**src/rtl/swdb_pkg.sv**
```systemverilog
package swdb_pkg;

    // Judge states: no history, partial run, full-length run
    typedef enum logic [1:0] {
        JUDGE_EMPTY = 2'd0,
        JUDGE_BUILD = 2'd1,
        JUDGE_FULL  = 2'd2
    } judge_state_t;

    // Bits needed to count 0 .. n-1, at least one
    function automatic int unsigned span_bits(input int unsigned n);
        return (n < 2) ? 1 : $clog2(n);
    endfunction

endpackage

```
**src/rtl/swdb_sync.sv**
```systemverilog
module swdb_sync #(
    parameter int unsigned STAGES = 2
) (
    input  logic clk,
    input  logic rst,
    input  logic d,
    output logic q
);

    logic [STAGES-1:0] chain_q;

    generate
        if (STAGES == 1) begin : g_single
            always_ff @(posedge clk) begin
                if (rst) chain_q <= '0;
                else     chain_q <= d;
            end
        end else begin : g_multi
            always_ff @(posedge clk) begin
                if (rst) chain_q <= '0;
                else     chain_q <= {chain_q[STAGES-2:0], d};
            end
        end
    endgenerate

    assign q = chain_q[STAGES-1];

endmodule

```
**src/rtl/swdb_pacer.sv**
```systemverilog
module swdb_pacer
    import swdb_pkg::*;
#(
    parameter int unsigned INTERVAL = 50000
) (
    input  logic clk,
    input  logic rst,
    output logic tick
);

    localparam int unsigned   CW   = span_bits(INTERVAL);
    localparam logic [CW-1:0] LAST = CW'(INTERVAL - 1);

    logic [CW-1:0] count_q;

    assign tick = (count_q == LAST);

    always_ff @(posedge clk) begin
        if (rst)       count_q <= '0;
        else if (tick) count_q <= '0;
        else           count_q <= count_q + CW'(1);
    end

endmodule

```
**src/rtl/swdb_judge.sv**
```systemverilog
module swdb_judge
    import swdb_pkg::*;
#(
    parameter int unsigned AGREE_COUNT = 8
) (
    input  logic clk,
    input  logic rst,
    input  logic tick,
    input  logic level,
    output logic decided
);

    localparam int unsigned   RW       = $clog2(AGREE_COUNT + 1);
    localparam logic [RW-1:0] FULL_RUN = RW'(AGREE_COUNT);
    localparam logic [RW-1:0] ONE_RUN  = RW'(1);

    judge_state_t  state_q, state_d;
    logic [RW-1:0] run_q, run_d;
    logic          prev_q, prev_d;
    logic          decided_q;
    logic          adopt;
    logic          same;

    // Next-state logic
    always_comb begin
        state_d = state_q;
        run_d   = run_q;
        prev_d  = prev_q;
        same    = (level == prev_q);
        if (tick) begin
            prev_d = level;
            unique case (state_q)
                JUDGE_EMPTY: run_d = ONE_RUN;
                JUDGE_BUILD: run_d = same ? run_q + ONE_RUN : ONE_RUN;
                JUDGE_FULL:  run_d = same ? run_q : ONE_RUN;
                default:     run_d = ONE_RUN;
            endcase
            state_d = (run_d == FULL_RUN) ? JUDGE_FULL : JUDGE_BUILD;
        end
        adopt = tick && (run_d == FULL_RUN) && (level != decided_q);
    end

    // State register
    always_ff @(posedge clk) begin
        if (rst) begin
            state_q <= JUDGE_EMPTY;
            run_q   <= '0;
            prev_q  <= 1'b0;
        end else begin
            state_q <= state_d;
            run_q   <= run_d;
            prev_q  <= prev_d;
        end
    end

    // Output register
    always_ff @(posedge clk) begin
        if (rst)        decided_q <= 1'b0;
        else if (adopt) decided_q <= level;
    end

    assign decided = decided_q;

endmodule

```
**src/rtl/switch_debouncer.sv**
```systemverilog
module switch_debouncer #(
    parameter int unsigned SAMPLE_INTERVAL = 50000,
    parameter int unsigned AGREE_COUNT     = 8
) (
    input  logic clk,
    input  logic rst,
    input  logic sw_raw,
    output logic sw_level
);

    localparam int unsigned SYNC_STAGES = 2;

    logic sync_lvl;
    logic sample_tick;

    swdb_sync #(.STAGES(SYNC_STAGES)) u_sync (
        .clk (clk),
        .rst (rst),
        .d   (sw_raw),
        .q   (sync_lvl)
    );

    swdb_pacer #(.INTERVAL(SAMPLE_INTERVAL)) u_pacer (
        .clk  (clk),
        .rst  (rst),
        .tick (sample_tick)
    );

    swdb_judge #(.AGREE_COUNT(AGREE_COUNT)) u_judge (
        .clk     (clk),
        .rst     (rst),
        .tick    (sample_tick),
        .level   (sync_lvl),
        .decided (sw_level)
    );

endmodule

```
**config.mk**
```make
export PLATFORM = sky130hd
export DESIGN_NAME = switch_debouncer
export DESIGN_NICKNAME = d
export VERILOG_FILES = /design/src/rtl/swdb_pkg.sv /design/src/rtl/swdb_sync.sv /design/src/rtl/swdb_pacer.sv /design/src/rtl/swdb_judge.sv /design/src/rtl/switch_debouncer.sv
export SDC_FILE = /design/constraint.sdc
export NUM_CORES = 1
export LEC_CHECK = 0
export BUFFER_PORTS_ARGS = -buffer_cell sky130_fd_sc_hd__buf_2
export CORE_ASPECT_RATIO = 0.6
export CORE_MARGIN = 8
export CORE_UTILIZATION = 30
export CTS_BUF_LIST = sky130_fd_sc_hd__clkbuf_8
export CTS_CLUSTER_DIAMETER = 150
export CTS_CLUSTER_SIZE = 12
export DETAILED_ROUTE_END_ITERATION = 8
export SETUP_SLACK_MARGIN = 0.02
export SYNTH_ARGS = -nofsm -noshare
export SYNTH_HDL_FRONTEND = slang
export SYNTH_SLANG_ARGS = --single-unit
```
**constraint.sdc**
```tcl
create_clock -name clk -period 2.05 [get_ports clk]
set_input_delay 0.205 -clock clk [delete_from_list [all_inputs] [get_ports clk]]
set_output_delay 0.205 -clock clk [all_outputs]
set_load 0.03 [all_outputs]
```
==> run metrics <==
class of the tightest hold or removal check=primary input to flop; share of the cycle needed by the critical path after routing=0.924; Synth Register Bits=26; leading cell type in the layout, fill and taps excluded=dfxtp_1; Gate Count Post-Synth=138; Final HPWL DP=1810 um; number of top-level design ports=4; initial cell density of the core=0.311; largest net degree at the start of global routing=16; data required time at the worst endpoint=2.25 ns; sort of element at the end of the critical path=flop; Layout Cell Area excl Fill=1410 um2; gr usage total=0.0766; layout-stage area growth over the synthesis result=11.0%; LEAKAGE=0.000496 uW; critical path launch point type=flop; DIE HEIGHT=66.4 um; VDD IR-drop max=0.000385 V; worst-case clock skew=0.00781 ns; leftover overflow at the end of global routing=0; share of final-layout standard cells stronger than drive strength 1=0.140; clk sink count=26; detailed router's first-iteration violation count=62; detailed-route vias per instance=4.68; reported max-cap violation count=0; hold-fix buffers at CTS=0; data arrival time at the worst-slack endpoint=2.09 ns; setup slack of the critical path after layout=0.155 ns; antenna violations before repair=0; Syn Nets=145; vias in the first global route=886; placed cell areas=1350 um2; highest-count cells in the layout ignoring fill and taps=dfxtp_1, nor2_1, nand2_1; post_cts resized=0; CTS HTree Levels=1; routability congestion estimate=0.813; Post CTS Setup Buffer Count=0; Final Setup Violations=0; final core utilization=0.346; min Tclk post-route=1.89 ns; result of the run=completed; Yosys warnings=0; Unique masters post-synth=36; CTS tree=yes; category of the critical setup timing path=flop to flop; wire length of the first global-routing pass=4110 um; total power=869 uW; RSZ-0062 raised after global routing=false; worst rel slew slack=0.667; CTS Buf Count=3; portion of the post-synthesis area used by sequential elements=0.410; final hold viol count=0; die span in x=100 um; FP Rows=18; number of fill cells=424; Initial DRT Pass Iterations=4; Placement Setup Slack=0.158 ns; Synth top area share=0.410; # nets final=151; die footprint=6630 um2; actual transition at the worst max-transition pin=0.496 ns; source-to-sink clock delay at the later pin of the worst-skew pair=0.27 ns; Syn Std Cell Area=1270 um2; number of nets with antenna violations after detailed routing=0; Core Footprint=4080 um2; largest area contributor in the synthesized netlist=dfxtp_1; ant diodes=0; top post-synthesis cells by area=dfxtp_1, nor2_1, xor2_1; total vias in the final route=950; detailed-route wire length=2380 um; Worst Path Max Fanout=8; Sum Neg Setup Slack=0 ns; maximum clock rate=528 MHz; max-slew violation count=0; Post-Syn Area per Cell=9.19 um2; Reg clk slew, reported paths=0.08 ns; clock root cell=clkbuf_8; routed wire length per instance=11.7 um; DRC violation count after routing=0; maximum buffer depth of the clock tree=2; number of input and output port buffers inserted=3; Pwr Density=617 nW/um2
-- synth_stat cells --
library cell and count:
xor2_1 8, o211ai_1 1, clkbuf_1 2, a21oi_1 4, mux2_2 1, buf_2 1
xnor2_1 5, nor3_1 2, dfxtp_1 26, nand3b_1 1, inv_1 5, and3_1 3
a21o_2 1, nor3_2 1, nor4b_4 2, mux2i_2 1, nand2_1 13, nand3_1 3
o22ai_1 1, nand4_4 1, a32oi_1 2, nor2_1 23, mux2i_1 2, and4bb_4 2
o21ai_0 4, ha_1 4, or2b_2 1, nor2b_1 3, a21oi_2 1, nand4_1 2
a211oi_1 1, or3_1 5, and4_1 1, a31oi_1 1, nand2b_1 3, nand2b_2 1
-- logic make-up (layout without fill, tap and decap cells) --
kind of cell,count (synthesis),after routing,synth area share
multiplexers,4,4,0.0355
flip-flops,26,26,0.410
AND/OR/NAND/NOR,67,67,0.320
adder cells (fa/ha/maj),4,4,0.0394
AO/OA/AOI/OAI,16,16,0.0809
buffers and inverters,8,13,0.0247
XOR/XNOR,13,13,0.0897
-- registers in the layout, summed over array words and instances (netlist names) --
register / cells
u_sync.chain_q: 2
u_pacer.count_q: 16
u_judge.state_q: 2
u_judge.decided: 1
u_judge.run_q: 4
u_judge.prev_q: 1
-- layer usage --
| metal | share of wire | global-route usage | routed length, um | vias to the layer above |
|---|---|---|---|---|
| li1 | - | - | - | 478 |
| met1 | 0.54 | 0.108 | 1280 | 448 |
| met2 | 0.40 | 0.108 | 962 | 24 |
| met3 | 0.060 | 0.0284 | 143 | 0 |
| met4 | 0 | 0.0112 | 0 | 0 |
| met5 | 0 | 0 | 0 | - |
-- through the flow --
stage          hold WS (ns)  instances
3_5_place_dp          0.436        199
5_1_grt               0.163        203
6_report              0.147        203
4_1_cts               0.138        203
3_3_place_gp          0.422        199
2_1_floorplan         0.333        138
-- power breakdown --
part	internal, uW	switching, uW	total [uW]
clock network	172	157	329
logic	9.81	14.2	24.0
registers	511	4.51	516
total	693	176	869
-- critical path, cell delays in order, from the launching register on --
cell and delay [ns]:
dfxtp_1 0.36, ha_1 0.21, and3_1 0.26, nand4_4 0.18
nor3_2 0.29, nor4b_4 0.31, mux2i_1 0.22
-- area by class of cell --
cell class | count | area [um2] | share of cell area
well taps | 60 | 75.1 | 0.0533
clock buffers | 4 | 55.1 | 0.0391
flip-flops and latches | 26 | 520 | 0.369
multi-input cells | 104 | 717 | 0.509
inverters | 5 | 18.8 | 0.0133
repair buffers | 4 | 22.5 | 0.0160
-- final timing paths --
kind | start | end | slack (ns) | cells past startpoint
max | u_pacer.count_q[0] | u_judge.decided | 0.16 | 6
min | sw_raw | u_sync.chain_q[0] | 0.15 | 2
max reg2reg | u_pacer.count_q[0] | u_judge.decided | 0.16 | 6
min reg2reg | u_pacer.count_q[0] | u_pacer.count_q[0] | 0.45 | 1
Note: power is estimated with default switching activity, not from simulation.
